### config.mk
export PLATFORM = sky130hd
export DESIGN_NAME = burst_addr_seq
export DESIGN_NICKNAME = d
export VERILOG_FILES = /design/src/rtl/burst_seq_pkg.sv /design/src/rtl/burst_rst_sync.sv /design/src/rtl/burst_start_reg.sv /design/src/rtl/burst_beat_ctr.sv /design/src/rtl/burst_order_map.sv /design/src/rtl/burst_addr_seq.sv
export SDC_FILE = /design/constraint.sdc
export NUM_CORES = 1
export LEC_CHECK = 0
export ABC_AREA = 1
export ABC_CLOCK_PERIOD_IN_PS = 1350
export BUFFER_PORTS_ARGS = -buffer_cell sky130_fd_sc_hd__buf_2
export CORE_AREA = 10 10 47 49
export DETAILED_ROUTE_END_ITERATION = 7
export DIE_AREA = 0 0 57 59
export GPL_ROUTABILITY_DRIVEN = 0
export PLACE_DENSITY = 0.53
export SETUP_SLACK_MARGIN = 0.2
export SLEW_MARGIN = 15
export SYNTH_ARGS = -nofsm -noshare
export SYNTH_HDL_FRONTEND = slang
export SYNTH_SLANG_ARGS = --single-unit
### constraint.sdc
create_clock -name clk -period 1.35 [get_ports clk]
set_input_delay 0.27 -clock clk [delete_from_list [all_inputs] [get_ports clk]]
set_output_delay 0.27 -clock clk [all_outputs]
set_load 0.005 [all_outputs]
### src/rtl/burst_seq_pkg.sv
package burst_seq_pkg;
  localparam int unsigned BEAT_W = 2;

  typedef enum logic {
    ORDER_LINEAR = 1'b0,
    ORDER_XOR    = 1'b1
  } burst_order_e;
endpackage

### src/rtl/burst_rst_sync.sv
module burst_rst_sync #(
  parameter int unsigned STAGES = 2
) (
  input  logic clk,
  input  logic rst_n,
  output logic rst_sync_n
);
  logic [STAGES-1:0] sync_q;

  always_ff @(posedge clk or negedge rst_n) begin
    if (!rst_n) sync_q <= '0;
    else        sync_q <= {sync_q[STAGES-2:0], 1'b1};
  end

  assign rst_sync_n = sync_q[STAGES-1];
endmodule

### src/rtl/burst_start_reg.sv
module burst_start_reg #(
  parameter int unsigned BEAT_W = burst_seq_pkg::BEAT_W
) (
  input  logic              clk,
  input  logic              rst_n,
  input  logic              strobe_a_n,
  input  logic              strobe_b_n,
  input  logic [BEAT_W-1:0] start_in,
  output logic              load,
  output logic [BEAT_W-1:0] start_q
);
  logic [BEAT_W-1:0] start_d;

  always_comb begin
    load    = !strobe_a_n || !strobe_b_n;
    start_d = start_q;
    if (load) start_d = start_in;
  end

  always_ff @(posedge clk or negedge rst_n) begin
    if (!rst_n)    start_q <= '0;
    else if (load) start_q <= start_d;
  end


  start_capture_chk: assert property (@(posedge clk) disable iff (!rst_n)
    load |=> start_q == $past(start_in));

  start_keep_chk: assert property (@(posedge clk) disable iff (!rst_n)
    !load |=> $stable(start_q));
endmodule

### src/rtl/burst_beat_ctr.sv
module burst_beat_ctr #(
  parameter int unsigned BEAT_W = burst_seq_pkg::BEAT_W
) (
  input  logic              clk,
  input  logic              rst_n,
  input  logic              load,
  input  logic              step,
  output logic [BEAT_W-1:0] cnt_q
);
  localparam logic [BEAT_W-1:0] ONE = BEAT_W'(1);

  logic [BEAT_W-1:0] cnt_d;
  logic              cnt_en;

  always_comb begin
    cnt_en = load || step;
    cnt_d  = cnt_q;
    if (load)      cnt_d = '0;
    else if (step) cnt_d = cnt_q + ONE;
  end

  always_ff @(posedge clk or negedge rst_n) begin
    if (!rst_n)      cnt_q <= '0;
    else if (cnt_en) cnt_q <= cnt_d;
  end


  load_clear_chk: assert property (@(posedge clk) disable iff (!rst_n)
    load |=> cnt_q == '0);

  step_chk: assert property (@(posedge clk) disable iff (!rst_n)
    (!load && step) |=> cnt_q == $past(cnt_q) + ONE);

  hold_chk: assert property (@(posedge clk) disable iff (!rst_n)
    (!load && !step) |=> $stable(cnt_q));
endmodule

### src/rtl/burst_order_map.sv
module burst_order_map #(
  parameter int unsigned BEAT_W = burst_seq_pkg::BEAT_W
) (
  input  burst_seq_pkg::burst_order_e order,
  input  logic [BEAT_W-1:0]           start_q,
  input  logic [BEAT_W-1:0]           cnt_q,
  output logic [BEAT_W-1:0]           addr_bits
);
  logic [BEAT_W-1:0] lin_bits;
  logic [BEAT_W-1:0] xor_bits;

  assign lin_bits = start_q + cnt_q;

  for (genvar b = 0; b < BEAT_W; b++) begin : g_xor_bit
    assign xor_bits[b] = start_q[b] ^ cnt_q[b];
  end

  always_comb begin
    addr_bits = lin_bits;
    if (order == burst_seq_pkg::ORDER_XOR) addr_bits = xor_bits;
  end
endmodule

### src/rtl/burst_addr_seq.sv
module burst_addr_seq #(
  parameter int unsigned BEAT_W = burst_seq_pkg::BEAT_W
) (
  input  logic              clk,
  input  logic              rst_n,
  input  logic              strobe_a_n,
  input  logic              strobe_b_n,
  input  logic [BEAT_W-1:0] start_bits,
  input  logic              advance_n,
  input  logic              order_sel,
  output logic [BEAT_W-1:0] beat_bits,
  output logic              last_beat
);
  logic              rst_sync_n;
  logic              load;
  logic              step;
  logic [BEAT_W-1:0] start_q;
  logic [BEAT_W-1:0] cnt_q;
  burst_seq_pkg::burst_order_e order;

  assign step  = !advance_n;
  assign order = burst_seq_pkg::burst_order_e'(order_sel);

  burst_rst_sync #(.STAGES(2)) i_rst_sync (
    .clk(clk), .rst_n(rst_n), .rst_sync_n(rst_sync_n)
  );

  burst_start_reg #(.BEAT_W(BEAT_W)) i_start (
    .clk(clk), .rst_n(rst_sync_n), .strobe_a_n(strobe_a_n),
    .strobe_b_n(strobe_b_n), .start_in(start_bits),
    .load(load), .start_q(start_q)
  );

  burst_beat_ctr #(.BEAT_W(BEAT_W)) i_ctr (
    .clk(clk), .rst_n(rst_sync_n), .load(load), .step(step), .cnt_q(cnt_q)
  );

  burst_order_map #(.BEAT_W(BEAT_W)) i_map (
    .order(order), .start_q(start_q), .cnt_q(cnt_q), .addr_bits(beat_bits)
  );

  assign last_beat = &cnt_q;

  // first beat after any load is the captured start value
  first_beat_chk: assert property (@(posedge clk) disable iff (!rst_sync_n)
    (load && $stable(order_sel)) |=> (beat_bits == $past(start_bits) && !last_beat));

  last_flag_chk: assert property (@(posedge clk) disable iff (!rst_sync_n)
    (last_beat && !load && step) |=> !last_beat);

  reset_out_chk: assert property (@(posedge clk)
    !rst_sync_n |-> (beat_bits == '0 && !last_beat));
endmodule

* Word level (Yosys, flattened, before mapping)
Cells that the tools add are included.
** Operators by class
- Add/subtract/negate cells :: 2
- Equal/unequal tests :: 1
- Mux-type cells :: 3
- Bitwise gates (word level) :: 2
- Reduce and logical (&&, ||, !) cells :: 7
** Operators by type and width (number)
- two-way mux 2 bit :: 3
- AND reduction 2 bit :: 2
- zero test 1 bit :: 3
- adder 2 x 1 -> 2 bit, second input constant :: 1
- adder 2 bit :: 1
- logical OR 1 bit :: 2
- inequality test 2 x 1 -> 1 bit, second input constant :: 1
- bitwise XOR 1 bit :: 2
** Storage, ports and cells
- Flip-flop bits (word level) :: 6
- Input bits :: 8
- Output and inout bits :: 3
- Word-level logic and storage cells :: 18

* Longest topological paths before layout
- Word-level depth :: 4
- Gate-level depth with buffers :: 6
- Mapped depth without buffers :: 6

* Hierarchy
Synthesis repeated with hierarchy kept, for this count alone.
** Unflattened totals
- Cell total of the unflattened synthesis :: 41
- Area total of the unflattened synthesis :: 300.3 um^2
** Modules (own cells, without submodules)
- burst_beat_ctr :: instances 1, cells an instance 11, area an instance 86.3 um^2, seq. area each 50.0 um^2
- burst_start_reg :: instances 1, cells an instance 9, area an instance 81.3 um^2, seq. area each 50.0 um^2
- burst_order_map :: instances 1, cells an instance 15, area an instance 67.6 um^2, seq. area each 0.0 um^2
- burst_rst_sync :: instances 1, cells an instance 3, area an instance 53.8 um^2, seq. area each 50.0 um^2
- burst_addr_seq :: instances 1, cells an instance 3, area an instance 11.3 um^2, seq. area each 0.0 um^2

* Worst setup path after synthesis
Ideal clock, no wire load.
- Kind :: reg2out
- Start :: register i_ctr.cnt_q[0]
- End :: output port beat_bits[1]
- Data arrival time :: 0.814 ns
- Data required time :: 1.080 ns
- Path slack :: 0.266 ns
- Cell stages (with the launch flop) :: 7
- Buffers on the path :: 0
- Cell sequence :: dfrtp_1 > ha_1 > inv_1 > nor2_1 > nand3_1 > nand2_1 > inv_1
** On the way
- Longest elaborated chain between the ends :: 2
** RTL lines
- start: declaration :: RTL line burst_beat_ctr.sv:8 : output logic [BEAT_W-1:0] cnt_q
- start signal: assignment :: RTL line burst_beat_ctr.sv:24 : else if (cnt_en) cnt_q <= cnt_d;
- adder 2 bit :: RTL line burst_order_map.sv:12 : assign lin_bits = start_q + cnt_q;
- two-way mux 2 bit :: RTL line burst_order_map.sv:20 : if (order == burst_seq_pkg::ORDER_XOR) addr_bits = xor_bits;
- end: declaration :: RTL line burst_addr_seq.sv:11 : output logic [BEAT_W-1:0] beat_bits,
Every way passes these cells.

* Final worst setup path
- Start :: register i_start.start_q[0]
- End :: output port beat_bits[1]
** On the way
- Longest elaborated chain between the ends :: 2
** RTL lines
- start: declaration :: RTL line burst_start_reg.sv:10 : output logic [BEAT_W-1:0] start_q
- start signal: assignment :: RTL line burst_start_reg.sv:22 : else if (load) start_q <= start_d;
- adder 2 bit :: RTL line burst_order_map.sv:12
- two-way mux 2 bit :: RTL line burst_order_map.sv:20
Every way passes these cells.

==> flow_metrics.tcl <==
set metrics [dict create \
    status "finished, violations left" \
    violations "negative setup slack" \
    cts_tree "built" \
    cts-root-buf "clkbuf_4" \
    synthesis.area_um2 294 \
    fin_skew_ns 0.00289 \
    dp.cells 60 \
    num_antenna_cells 0 \
    p_int_mw 0.332 \
    power.switching_mw 0.105 \
    drcViolationCount 0 \
    die_area_mm2 0.00336 \
    yosysTopAreaCell "dfrtp_1" \
    synth_warnings 0 \
    start_util 0.210 \
    cp_max_fo 2 \
    cts_buffers 3 \
    synth_edf_count 0 \
    hp-class "reg2async" \
    grt_overflow 0 \
    drt_first_pass_iters 2 \
    final_hold_viol_count 0 \
    final-setup-viol-count 1 \
    yosysMostFrequentCell "nand2_1" \
    clk_path_buf_depth 2 \
    drv_cap 0 \
    min_period_ns 1.42 \
    tns_ns -0.0675 \
    regArea_um2 150 \
    netSwitchingFraction 0.241 \
    syn_area_per_cell_um2 8.65 \
    cp.arrival_ns 1.15 \
    synthesis.nets 44 \
    cts.sinks 6 \
    routed_wl_um 645 \
    cpPeakStageDelay_ns 0.40 \
    cpMaxStageDelayCell "dfrtp_1" \
    via_count 266 \
    power_frac_seq 0.463 \
    ys_async_sr_fraction 1.00 \
    path_clk_slew_ns 0.04 \
    hpwl_um 516 \
    finalWorstSetupSlack_ns -0.0675 \
    drt_iter0_drc 1 \
    design.core.area_mm2 0.00140 \
    clockPowerShare 0.369 \
    cp-start-kind "flop" \
    post-route-period-util 1.05 \
    startpoint "i_start.start_q[0]$_DFFE_PN0N_" \
    dpl_cell_area_um2 364 \
    rr_startpoint "i_ctr.cnt_q[0]$_DFFE_PN0P_" \
    rrSetupSlack_ns 0.28 \
    rr_worst_depth 4 \
    grt_start_max_net_pins 6 \
    critical_path_class "reg2out" \
    r2r-end "i_ctr.cnt_q[1]$_DFFE_PN0P_" \
    final_max_slew_viol_count 0 \
    antenna_found_initial 0 \
    htreeDepth 1 \
    grt_pass1_vias 245 \
    synth_cell_types 12 \
    path_cells "ha_4 > nand2_2 > nand3_2 > nand2_1 > inv_1 > buf_2" \
    ir_drop_uv 534 \
    dieWidth_um 57 \
    routedWlPerCell_um 9.92 \
    critPathCaptureType "output port" \
    crit_required_ns 1.08 \
    max_freq_ghz 0.705 \
    p_comb_frac 0.168 \
    ys.flop_type "dfrtp_1" \
    synth_seq_area_share 0.511 \
    grt_first_pass_wirelength_mm 1.11 \
    synth_top_area_share 0.511 \
    instances_no_fill 65 \
    port-buffer-count 10 \
    viasPerCell 4.09 \
    leakage_nw 0.232 \
    synthToLayoutAreaGrowth_pct 52.3 \
    synthTopCellsByCount "nand2_1 (10), dfrtp_1 (6), inv_1 (4), nand3_1 (3), nor2_1 (3)" \
    clock_latency_ns 0.24 \
    syn_inst 34 \
    nNetsFinal 61 \
    synth-seq-cells 6 \
    powerDensity_mw_per_mm2 977 \
    multi_input_area_um2 163 \
    ioPinCount 11 \
    die_h_um 59 \
    drtAntennaViolNets 0 \
    fillers 165 \
    postLayoutCellArea_um2 448 \
    rsz0062_at_grt "true" \
    grt_usage 0.0446 \
    drive_gt1_frac 0.490 \
    rows 14 \
    synth.area.top_cells "dfrtp_1 (51%), nand2_1 (13%), ha_1 (8.5%)" \
]
==> worst max path at each step <==
stage              endpoint  cells after the start  slack [ns]
2_1_floorplan  beat_bits[1]                      6        0.27
3_3_place_gp   beat_bits[1]                      6        0.11
3_5_place_dp   beat_bits[1]                      7        0.11
4_1_cts        beat_bits[1]                      7       -0.11
5_1_grt        beat_bits[1]                      7       -0.17
6_report       beat_bits[1]                      6       -0.07
==> critical path: cells and delay by family, from the launching register on <==
family / cells / cell delay (ns)
fa+ha+maj: 1 / 0.18
buf+inv: 2 / 0.14
flops: 1 / 0.40
simple gates: 3 / 0.18
==> per-layer routing <==
| metal | global-route usage | share of wire |
|---|---|---|
| met1 | 0.0465 | 0.44 |
| met2 | 0.0543 | 0.46 |
| met3 | 0.0429 | 0.073 |
| met4 | 0.0302 | 0.022 |
| met5 | 0 | 0 |
==> stage by stage <==
step	util	setup slack, ns	hold slack (ns)	total power [mW]
3_5_place_dp	0.260	0.110	0.0574	0.258
4_1_cts	0.302	-0.107	0.0659	0.442
6_report	0.320	-0.0675	0.0603	0.438
2_1_floorplan	-	0.266	-0.0256	0.231
5_1_grt	0.320	-0.170	0.0756	0.482
3_3_place_gp	0.260	0.110	0.0563	0.256
==> final cells by class <==
type                       instances  area share
tap                               16      0.0447
timing repair buffer              12       0.165
sequential                         6       0.335
inverter                           5      0.0419
clock buffer                       3      0.0503
multi-input combinational         23       0.363
==> sequential cells by signal (all words and copies together), names as in the netlist <==
| name | cells |
|---|---|
| i_rst_sync.sync_q | 2 |
| i_ctr.cnt_q | 2 |
| i_start.start_q | 2 |
==> layout by cell type, fill, tap and decap left out, types with 2 or more instances in the layout <==
cell type  count
buf_2          9
inv_1          3
clkbuf_4       3
nand2_1        9
nand2_2        2
dfrtp_1        6
nor2_2         2
nand3_1        2
ha_4           2
inv_2          2
==> cells by family (layout without fill, tap and decap cells) <==
logic type	count (synthesis)	after routing	share of synthesized area
AO/OA/AOI/OAI	1	1	0.0170
flip-flops	6	6	0.511
XOR/XNOR	1	1	0.0298
adder cells (fa/ha/maj)	2	2	0.0851
AND/OR/NAND/NOR	18	18	0.281
other	1	1	0.0128
buffers and inverters	5	20	0.0638
==> power groups by stage <==
stage / sequential (mW) / clock [mW] / combinational, mW
2_1_floorplan: 0.201 / 0 / 0.0299
3_3_place_gp: 0.203 / 0 / 0.0527
3_5_place_dp: 0.204 / 0 / 0.0540
4_1_cts: 0.202 / 0.171 / 0.0683
5_1_grt: 0.204 / 0.194 / 0.0836
6_report: 0.203 / 0.161 / 0.0736
==> repair_timing <==
item	4_1_cts	5_1_grt
endpoints found under the hold margin	2	0
setup endpoints to repair	3	4
buffers inserted	1	0
resized for setup	4	5
pin swaps	1	1
hold buffers	1	0
(Power assumes the default switching activity.)
